==> config.mk <==
export PLATFORM = sky130hd
export DESIGN_NAME = ext_sense_ctrl
export DESIGN_NICKNAME = d
export VERILOG_FILES = /design/src/rtl/eisc_pkg.sv /design/src/rtl/eisc_sync.sv /design/src/rtl/eisc_sense.sv /design/src/rtl/eisc_regs.sv /design/src/rtl/ext_sense_ctrl.sv
export SDC_FILE = /design/constraint.sdc
export NUM_CORES = 1
export LEC_CHECK = 0
export BUFFER_PORTS_ARGS = -buffer_cell sky130_fd_sc_hd__buf_2
export CELL_PAD_IN_SITES_DETAIL_PLACEMENT = 1
export CELL_PAD_IN_SITES_GLOBAL_PLACEMENT = 2
export CORE_UTILIZATION = 27
export DETAILED_ROUTE_END_ITERATION = 16
export PLACE_DENSITY_LB_ADDON = 0.25
export SYNTH_ARGS = -nofsm -noshare
export SYNTH_HDL_FRONTEND = slang
export SYNTH_SLANG_ARGS = --single-unit
==> constraint.sdc <==
create_clock -name clk -period 1.75 [get_ports clk]
set_input_delay 0.4375 -clock clk [delete_from_list [all_inputs] [get_ports clk]]
set_output_delay 0.4375 -clock clk [all_outputs]
set_load 0.1 [all_outputs]
==> src/rtl/eisc_pkg.sv <==
package eisc_pkg;
   localparam int unsigned OFS_W = 3;

   typedef enum logic [OFS_W-1:0] {
      OFS_ARM    = 3'd0,
      OFS_DISARM = 3'd1,
      OFS_MASK   = 3'd2,
      OFS_PEND   = 3'd3,
      OFS_ACK    = 3'd4,
      OFS_MODE   = 3'd5,
      OFS_EDGE   = 3'd6,
      OFS_LEVEL  = 3'd7
   } reg_ofs_e;
endpackage

==> src/rtl/eisc_sync.sv <==
module eisc_sync #(
   parameter int unsigned LINES  = 4,
   parameter int unsigned STAGES = 2
) (
   input  logic             clk,
   input  logic             rst_n,
   input  logic [LINES-1:0] async_in,
   output logic [LINES-1:0] sync_out
);
   logic [STAGES-1:0][LINES-1:0] chain_q;

   always_ff @(posedge clk or negedge rst_n) begin
      if (!rst_n) chain_q <= '0;
      else        chain_q <= {chain_q[STAGES-2:0], async_in};
   end

   assign sync_out = chain_q[STAGES-1];
endmodule

==> src/rtl/eisc_sense.sv <==
module eisc_sense #(
   parameter int unsigned LINES = 4
) (
   input  logic             clk,
   input  logic             rst_n,
   input  logic [LINES-1:0] sync_in,
   input  logic [LINES-1:0] lvl_mode,
   input  logic [LINES-1:0] rise_sel,
   input  logic [LINES-1:0] high_sel,
   input  logic [LINES-1:0] ack_vec,
   output logic [LINES-1:0] pend_q
);
   logic [LINES-1:0] prev_q;
   logic [LINES-1:0] pend_d;

   for (genvar i = 0; i < LINES; i++) begin : g_line
      logic active, hit;
      assign active    = (sync_in[i] == high_sel[i]);
      assign hit       = (sync_in[i] != prev_q[i]) && (sync_in[i] == rise_sel[i]);
      assign pend_d[i] = lvl_mode[i] ? active : (hit | (pend_q[i] & ~ack_vec[i]));
   end

   always_ff @(posedge clk or negedge rst_n) begin
      if (!rst_n) begin
         prev_q <= '0;
         pend_q <= '0;
      end else begin
         prev_q <= sync_in;
         pend_q <= pend_d;
      end
   end
endmodule

==> src/rtl/eisc_regs.sv <==
module eisc_regs
   import eisc_pkg::*;
#(
   parameter int unsigned LINES  = 4,
   parameter int unsigned DATA_W = 32
) (
   input  logic              clk,
   input  logic              rst_n,
   input  logic              bus_en,
   input  logic              bus_wr,
   input  logic [OFS_W-1:0]  bus_addr,
   input  logic [DATA_W-1:0] bus_wdata,
   input  logic [LINES-1:0]  pend_q,
   output logic [DATA_W-1:0] bus_rdata,
   output logic [LINES-1:0]  mask_q,
   output logic [LINES-1:0]  mode_q,
   output logic [LINES-1:0]  rise_q,
   output logic [LINES-1:0]  high_q,
   output logic [LINES-1:0]  ack_vec
);
   logic             wr_go;
   logic [LINES-1:0] wbits;
   logic [LINES-1:0] rd_lines;

   assign wr_go = bus_en && bus_wr;
   assign wbits = bus_wdata[LINES-1:0];

   always_ff @(posedge clk or negedge rst_n) begin
      if (!rst_n) begin
         mask_q <= '0;
         mode_q <= '0;
         rise_q <= '0;
         high_q <= '0;
      end else if (wr_go) begin
         case (bus_addr)
            OFS_ARM:    mask_q <= mask_q | wbits;
            OFS_DISARM: mask_q <= mask_q & ~wbits;
            OFS_MODE:   mode_q <= wbits;
            OFS_EDGE:   rise_q <= wbits;
            OFS_LEVEL:  high_q <= wbits;
            default:    ;
         endcase
      end
   end

   assign ack_vec = (wr_go && bus_addr == OFS_ACK) ? wbits : '0;

   always_comb begin
      rd_lines = '0;
      case (bus_addr)
         OFS_MASK:  rd_lines = mask_q;
         OFS_PEND:  rd_lines = pend_q;
         OFS_MODE:  rd_lines = mode_q;
         OFS_EDGE:  rd_lines = rise_q;
         OFS_LEVEL: rd_lines = high_q;
         default:   rd_lines = '0;
      endcase
      bus_rdata = '0;
      if (bus_en && !bus_wr) bus_rdata = DATA_W'(rd_lines);
   end
endmodule

==> src/rtl/ext_sense_ctrl.sv <==
module ext_sense_ctrl
   import eisc_pkg::*;
#(
   parameter int unsigned LINES       = 5,
   parameter int unsigned DATA_W      = 32,
   parameter int unsigned SYNC_STAGES = 2
) (
   input  logic              clk,
   input  logic              rst_n,
   input  logic [LINES-1:0]  ext_pins,
   input  logic              bus_en,
   input  logic              bus_wr,
   input  logic [OFS_W-1:0]  bus_addr,
   input  logic [DATA_W-1:0] bus_wdata,
   output logic [DATA_W-1:0] bus_rdata,
   output logic              irq_out
);
   if (LINES < 1 || LINES > DATA_W) begin : g_bad_lines
      $error("LINES must be between 1 and DATA_W");
   end
   if (SYNC_STAGES < 2) begin : g_bad_sync
      $error("SYNC_STAGES must be at least 2");
   end

   logic [LINES-1:0] sync_pins;
   logic [LINES-1:0] mask_q, mode_q, rise_q, high_q, ack_vec, pend_q;

   eisc_sync #(.LINES(LINES), .STAGES(SYNC_STAGES)) u_sync (
      .clk(clk), .rst_n(rst_n), .async_in(ext_pins), .sync_out(sync_pins)
   );

   eisc_sense #(.LINES(LINES)) u_sense (
      .clk(clk), .rst_n(rst_n), .sync_in(sync_pins), .lvl_mode(mode_q),
      .rise_sel(rise_q), .high_sel(high_q), .ack_vec(ack_vec), .pend_q(pend_q)
   );

   eisc_regs #(.LINES(LINES), .DATA_W(DATA_W)) u_regs (
      .clk(clk), .rst_n(rst_n), .bus_en(bus_en), .bus_wr(bus_wr),
      .bus_addr(bus_addr), .bus_wdata(bus_wdata), .pend_q(pend_q),
      .bus_rdata(bus_rdata), .mask_q(mask_q), .mode_q(mode_q),
      .rise_q(rise_q), .high_q(high_q), .ack_vec(ack_vec)
   );

   assign irq_out = |(pend_q & mask_q);
endmodule

== Word-level counts from Yosys, hierarchy flattened ==
Cells that the tools add are included.
Word-level totals
  bits in registers: 40
  input bits: 44
  output and inout port bits: 33
  word-level logic and storage cells: 74
Operators by class
  eq/ne operators: 22
  mux-type cells: 9
  bitwise operators: 19
  reduce and logical (&&, ||, !) cells: 16
Operators by type and width (count)
  $pmux 5 s5: 1
  $eq 3x3->1 const B: 4
  $and 5x5->5: 2
  $eq 1x1->1: 10
  $mux 5: 2
  $pmux 5 s2: 1
  $logic_and 1x1->1: 8
  $reduce_and 2->1: 4
  $eq 3x2->1 const B: 2
  $and 1x1->1: 5
  $mux 1: 5
  $ne 1x1->1: 5
  $not 1->1: 5
  $not 5->5: 1
  $or 1x1->1: 5
  $or 5x5->5: 1
  $reduce_or 5->1: 1
  $eq 3x1->1 const B: 1
  $logic_not 3->1: 1
  $reduce_bool 2->1: 1
  $logic_not 1->1: 1

== Depth between registers and ports, before layout ==
Gate-level depths: netlist (run 1).
  word-level depth: 7
  depth in mapped cells: 6
  mapped depth without buffers: 3

== By module ==
A second synthesis (run 1) with hierarchy kept.
Second synthesis, totals
  cells, all modules: 195
  area, all modules: 2113.3 um^2
Modules (own cells, without submodules)
  eisc_regs: times used 1, cells each 122, area an instance 1321.3 um^2, seq. area each 500.5 um^2
  eisc_sense: times used 1, cells each 55, area an instance 483.0 um^2, seq. area each 250.2 um^2
  eisc_sync: times used 1, cells each 15, area an instance 287.8 um^2, seq. area each 250.2 um^2
  ext_sense_ctrl: times used 1, cells each 3, area an instance 21.3 um^2, seq. area each 0.0 um^2

== Least setup slack after synthesis (run 1) ==
OpenSTA, ideal clock, no wires.
  path kind: in2out
  start: input port bus_addr[1]
  end: output port bus_rdata[3]
  data arrival time: 3.441 ns
  data required time: 1.312 ns
  setup slack: -2.128 ns
  cell stages on the path: 4
  buffers on the path: 1
  cell sequence: buf_2 > a21oi_1 > or3b_2 > a311oi_1
Between the ends
  cells in the longest elaborated chain, start to end: 3
  elaborated cells on any way between the ends: 7
  classes of those cells: eq/ne (5); mux (2)
RTL lines
  from (decl): line ext_sense_ctrl.sv:13  | input logic [OFS_W-1:0] bus_addr,
  $eq 3x3->1 or $eq 3x2->1 (tied branches): line eisc_regs.sv:50  | case (bus_addr)
  $pmux 5 s5 *: line eisc_regs.sv:50
  $mux 5 *: line eisc_regs.sv:59  | if (bus_en && !bus_wr) bus_rdata = DATA_W'(rd_lines);
  to (decl): line ext_sense_ctrl.sv:15  | output logic [DATA_W-1:0] bus_rdata,
Every way passes the cells marked *; elsewhere a longest branch is shown, timed or not.

==> flow_metrics.env, run 1 <==
export IMPL_leakage_nw=1.31
export IMPL_met2_usage_pct=21.9
export IMPL_cts_buffers=5
export IMPL_via_count=1470
export IMPL_wl_per_cell_um=14.6
export IMPL_min_period_ns=2.00
export IMPL_pin_count=77
export IMPL_status="finished, violations left"
export IMPL_grt_pass1_wl_um=7640
export IMPL_area_growth_pct=33.9
export IMPL_clock_path_buffers=2
export IMPL_skew_ns=0.00883
export IMPL_drv_slew=0
export IMPL_overflow=0
export IMPL_clkSinkCount=40
export IMPL_grt_usage_pct=13.3
export IMPL_layout_nets=279
export IMPL_synth_seq_area_share_pct=48.3
export IMPL_p_total_w=0.00296
export IMPL_synth_seq_cells=40
export IMPL_synthDominantCellAreaShare_pct=48.3
export IMPL_r2r_start="u_regs.rise_q[0]"
export IMPL_ir_worst_vdd_mv=0.322
export IMPL_synth_area_per_cell_um2=11.7
export IMPL_drtIter0Drc=52
export IMPL_setup_viol=6
export IMPL_drc=0
export IMPL_async_flop_share_pct=100
export IMPL_p_per_area_mw_per_mm2=1070
export IMPL_firstDrtPassIters=4
export IMPL_final_hold_violation_count=0
export IMPL_grt_pass1_vias=1486
export IMPL_cts_tree="built"
export IMPL_crit_path_end_kind="output port"
export IMPL_grtUsageMet1_pct=17.1
export IMPL_place_hpwl_um=3470
export IMPL_cts_root_buf="clkbuf_8"
export IMPL_cp_start_kind="flip-flop"
export IMPL_worst_path_largest_cell_delay_ns=0.41
export IMPL_hp_class="in -> async"
export IMPL_ys_top_cells_by_area="dfrtp_1 (48%), buf_4 (9.8%), mux2_2 (6.0%), mux2i_1 (4.8%), a22oi_1 (3.6%)"
export IMPL_endpoint="bus_rdata[3]"
export IMPL_die_y_um=89.7
export IMPL_core_mm2=0.00733
export IMPL_period_share_pct=114
export IMPL_maxCapViolations=0
export IMPL_post_drt_via_cell_ratio=4.39
export IMPL_violations="negative setup slack"
export IMPL_required_ns=1.31
export IMPL_rrSetupSlack_ns=0.54
export IMPL_synth_distinct_cells=30
export IMPL_ant_nets=0
export IMPL_synthFlopType="dfrtp_1"
export IMPL_worstPathArrival_ns=1.56
export IMPL_portBuffers=22
export IMPL_n_antenna_cell=0
export IMPL_gp_congestion=0.724
export IMPL_worst_path_buf_inv=2
export IMPL_rsz0062_at_grt="true"
export IMPL_die_area_mm2=0.00804
export IMPL_drive_gt1_share_pct=44.1
export IMPL_path_max_fanout=2
export IMPL_tns_ns=-1.09
export IMPL_max_clock_freq_mhz=499
export IMPL_synth_common_cells="dfrtp_1 (40), buf_4 (27), inv_1 (11), mux2_2 (11)"
export IMPL_dpl_cell_area_mm2=0.00254
export IMPL_worst_r2r_path_depth=4
export IMPL_die_x_um=89.7
export IMPL_design_area_mm2=0.00278
export IMPL_timing_rr_end="u_sense.pend_q[0]"
export IMPL_yosys_warnings=0
export IMPL_netlist_area_mm2=0.00207
export IMPL_grt_max_degree=41
export IMPL_synth_cells=178
export IMPL_antenna_found_initial=0
export IMPL_critPathTopFamily="flip-flops"
export IMPL_clock_latency_ns=0.30
export IMPL_htreeDepth=2
export IMPL_initial_core_util_pct=28.3
export IMPL_critPathKind="reg -> out"
export IMPL_path_depth=5
export IMPL_grt_use_met3_pct=2.56
export IMPL_yosysTopAreaCell="dfrtp_1"
export IMPL_routed_wl_um=4880
export IMPL_busiest_layer="met2"
export IMPL_rows=31
export IMPL_path_cells="buf_6, mux2_2, a22oi_2, a311oi_4, buf_12"
export IMPL_synth_most_common_cell="dfrtp_1"
export IMPL_fin_ws_ns=-0.252
export IMPL_clk_pin_slew_ns=0.08
export IMPL_crit_slowest_cell="dfrtp_1"
export IMPL_synth_enable_flop_cells=0
-- worst min path at each step --
stage          cells past startpoint  slack, ns                          to              start
2_1_floorplan                      0       0.14  asynchronous set/reset pin              rst_n
4_1_cts                            2       0.11            u_regs.rise_q[2]              rst_n
3_3_place_gp                       0       0.33          u_sync.sync_out[1]  u_sync.chain_q[1]
6_report                           2       0.10            u_regs.rise_q[3]              rst_n
3_5_place_dp                       0       0.34          u_sync.sync_out[1]  u_sync.chain_q[1]
5_1_grt                            2       0.12           u_sense.prev_q[3]              rst_n
-- cell type report --
cell class              count  area, um^2
clock inverters             1        7.51
clock buffers               7        86.3
repair buffers             58         538
fillers                   814        4550
flip-flops and latches     40        1000
inverters                  11        41.3
well taps                  99         124
multi-input cells         119         980
-- cell families (layout without fill, tap and decap cells) --
kind of cell | count (synthesis) | count (layout) | share of synthesized area (%)
AO/OA/AOI/OAI | 37 | 37 | 13.4
XOR/XNOR | 5 | 5 | 2.11
buffers and inverters | 45 | 77 | 14.4
flip-flops | 40 | 40 | 48.3
multiplexers | 26 | 26 | 14.4
other | 1 | 27 | 0.181
AND/OR/NAND/NOR | 24 | 24 | 7.30
-- placed cells by master (no fill, tap or decap), drive strengths merged, types with 2 or more instances in the layout --
cell type	instances
a211o	4
a21oi	9
a221oi	5
a22oi	10
a31o	5
and3	2
buf	58
clkbuf	7
conb	27
dfrtp	40
inv	11
mux2	16
mux2i	10
nand2	5
nor2	6
nor2b	5
nor3b	2
xor2	5
-- per-layer routing --
layer / vias up / wire (um)
met2: 41 / 2430
li1: 687 / -
met3: 5 / 195
met4: 0 / 70
met1: 737 / 2180
met5: - / 0
-- report_power, final --
part | switching (W) | internal [W]
clock network | 0.000334 | 0.000321
registers | 0.000145 | 0.00110
logic | 0.000622 | 0.000446
total | 0.00110 | 0.00186
-- worst register-to-register path, delay by kind of cell, from the launching register on --
kind	cells	cell delay, ns
simple gates	1	0.12
compound gates	2	0.43
flops	1	0.41
buf+inv	1	0.14
-- repair_timing --
item / 4_1_cts / 5_1_grt
endpoints found under the setup margin: 6 / 6
gates cloned: 0 / 0
hold buffers: 0 / 0
pin swaps: 11 / 1
gates resized for setup: 19 / 0
setup buffers: 6 / 3
-- through the flow --
step                      cells  hold slack, ns  utilization [%]  setup WS [ns]
final                       335           0.103             37.9         -0.252
after global routing        335           0.118             37.9         -0.313
after CTS                   332           0.109             37.6         -0.256
after detailed placement    318           0.336             34.7         -0.314
after global placement      318           0.332             34.7         -0.304
after floorplan             204           0.142                -         -0.708
(Power assumes the default switching activity.)
==> inputs of run 2 (changes only) <==
PLACE_DENSITY = 0.84   (was not set)
PLACE_DENSITY_LB_ADDON = not set   (was 0.25)
==> flow_metrics.env, run 2 (synthesized netlist as in run 1, its figures left out) <==
export IMPL_crit_path_end_kind="output port"
export IMPL_htreeDepth=2
export IMPL_worst_path_largest_cell_delay_ns=0.41
export IMPL_die_area_mm2=0.00804
export IMPL_final_hold_violation_count=0
export IMPL_critPathKind="reg -> out"
export IMPL_via_count=1446
export IMPL_cts_hold_buf=0
export IMPL_timing_rr_end="u_sense.pend_q[4]"
export IMPL_rows=31
export IMPL_dp_slack_ns=-0.314
export IMPL_p_per_area_mw_per_mm2=1050
export IMPL_fin_ws_ns=-0.254
export IMPL_maxCapViolations=0
export IMPL_cts_root_buf="clkbuf_8"
export IMPL_layout_nets=274
export IMPL_p_int_w=0.00184
export IMPL_ir_worst_vdd_mv=0.394
export IMPL_place_hpwl_um=3450
export IMPL_dpl_cell_area_mm2=0.00249
export IMPL_drive_gt1_share_pct=43.3
export IMPL_cp_start_kind="flip-flop"
export IMPL_grt_max_degree=41
export IMPL_initial_core_util_pct=28.3
export IMPL_path_cells="buf_6, mux2_4, a22oi_2, a311oi_4, buf_12"
export IMPL_ant_nets=0
export IMPL_antenna_found_initial=0
export IMPL_portBuffers=22
export IMPL_wl_per_cell_um=14.5
export IMPL_die_y_um=89.7
export IMPL_period_share_pct=115
export IMPL_layout_common_cells="dfrtp_1 (40), conb_1 (27), buf_4 (25)"
export IMPL_min_period_ns=2.00
export IMPL_register_area_mm2=0.00100
export IMPL_area_growth_pct=33.9
export IMPL_final_core_util_pct=37.9
export IMPL_hp_class="in -> async"
export IMPL_clkSinkCount=40
export IMPL_fillers=788
export IMPL_p_clk_share_pct=21.6
export IMPL_die_x_um=89.7
export IMPL_power_switching_w=0.00109
export IMPL_core_mm2=0.00733
export IMPL_violations="negative setup slack"
export IMPL_required_ns=1.31
export IMPL_final_cells=330
export IMPL_firstDrtPassIters=4
export IMPL_pin_count=77
export IMPL_overflow=0
export IMPL_max_clock_freq_mhz=499
export IMPL_path_max_fanout=2
export IMPL_seqPwrFrac_pct=42.5
export IMPL_skew_ns=0.00671
export IMPL_cts_tree="built"
export IMPL_worstPathArrival_ns=1.57
export IMPL_grt_usage_pct=13.0
export IMPL_grt_pass1_wl_um=7510
export IMPL_worst_pin_slew_ns=0.520
export IMPL_clock_path_buffers=2
export IMPL_multi_input_area_um2=990
export IMPL_crit_slowest_cell="dfrtp_1"
export IMPL_drv_slew=0
export IMPL_drtIter0Drc=52
export IMPL_grt_pass1_vias=1472
export IMPL_slew_headroom_pct=65.3
export IMPL_n_antenna_cell=0
export IMPL_setup_viol=6
export IMPL_rsz0062_at_grt="true"
export IMPL_post_drt_via_cell_ratio=4.38
export IMPL_r2r_start="u_regs.rise_q[4]"
export IMPL_clock_latency_ns=0.30
export IMPL_final_common_cell="dfrtp_1"
export IMPL_p_comb_share_pct=35.9
export IMPL_leakage_nw=1.32
export IMPL_netSwitchingFraction_pct=37.1
export IMPL_routed_wl_um=4800
export IMPL_worst_r2r_path_depth=4
export IMPL_cts_buffers=5
export IMPL_design_area_mm2=0.00278
export IMPL_rrSetupSlack_ns=0.55
export IMPL_gp_congestion=0.757
export IMPL_dp_cells=312
export IMPL_status="finished, violations left"
export IMPL_clk_pin_slew_ns=0.08
export IMPL_drc=0
[run 2: layer usage]
| layer | routed length [um] | share of wire, % | global-route usage, % |
|---|---|---|---|
| met2 | 2390 | 50 | 21.2 |
| met3 | 197 | 4.1 | 2.93 |
| met5 | 0 | 0 | 0 |
| met4 | 73 | 1.5 | 5.92 |
| met1 | 2130 | 44 | 16.5 |
[run 2: layout make-up]
cell class / instances / area share [%]
clock buffer: 6 / 2.97
clock inverter: 2 / 0.360
inverter: 11 / 1.49
multi-input combinational: 119 / 35.6
sequential: 40 / 36.0
tap: 99 / 4.46
timing repair buffer: 53 / 19.1
[run 2: metrics by stage]
stage / hold WS (ns) / total power, W / setup TNS [ns]
after floorplan: 0.142 / 0.00201 / -2.30
after global placement: 0.333 / 0.00215 / -1.83
after detailed placement: 0.337 / 0.00219 / -1.88
after CTS: 0.205 / 0.00292 / -1.29
after global routing: 0.229 / 0.00308 / -1.37
final: 0.186 / 0.00293 / -1.16
[run 2: what timing repair did]
action	CTS	global route
buffers inserted	4	5
setup endpoints to repair	6	6
hold endpoints to repair	0	0
gates resized for setup	23	1
cloned	1	0
pin swaps	13	7
[run 2: worst max-delay path by stage]
stage,start,to
after floorplan,bus_addr[2],bus_rdata[3]
after global placement,bus_addr[0],bus_rdata[3]
after detailed placement,bus_addr[0],bus_rdata[3]
after CTS,u_sense.pend_q[3],irq_out
after global routing,u_sense.pend_q[3],irq_out
final,flip-flop,bus_rdata[3]
[run 2: power groups by stage]
| stage | Sequential [W] | Clock, W | Combinational (W) |
|---|---|---|---|
| 2_1_floorplan | 0.00122 | 0 | 0.000789 |
| 3_3_place_gp | 0.00126 | 0 | 0.000892 |
| 3_5_place_dp | 0.00127 | 0 | 0.000917 |
| 4_1_cts | 0.00125 | 0.000661 | 0.00100 |
| 5_1_grt | 0.00127 | 0.000692 | 0.00111 |
| 6_report | 0.00125 | 0.000632 | 0.00105 |
[run 2: critical path, delay by kind of cell (launching register included)]
family / cells / cell delay (ns)
compound gates: 2 / 0.29
buf+inv: 2 / 0.31
flops: 1 / 0.41
mux: 1 / 0.26
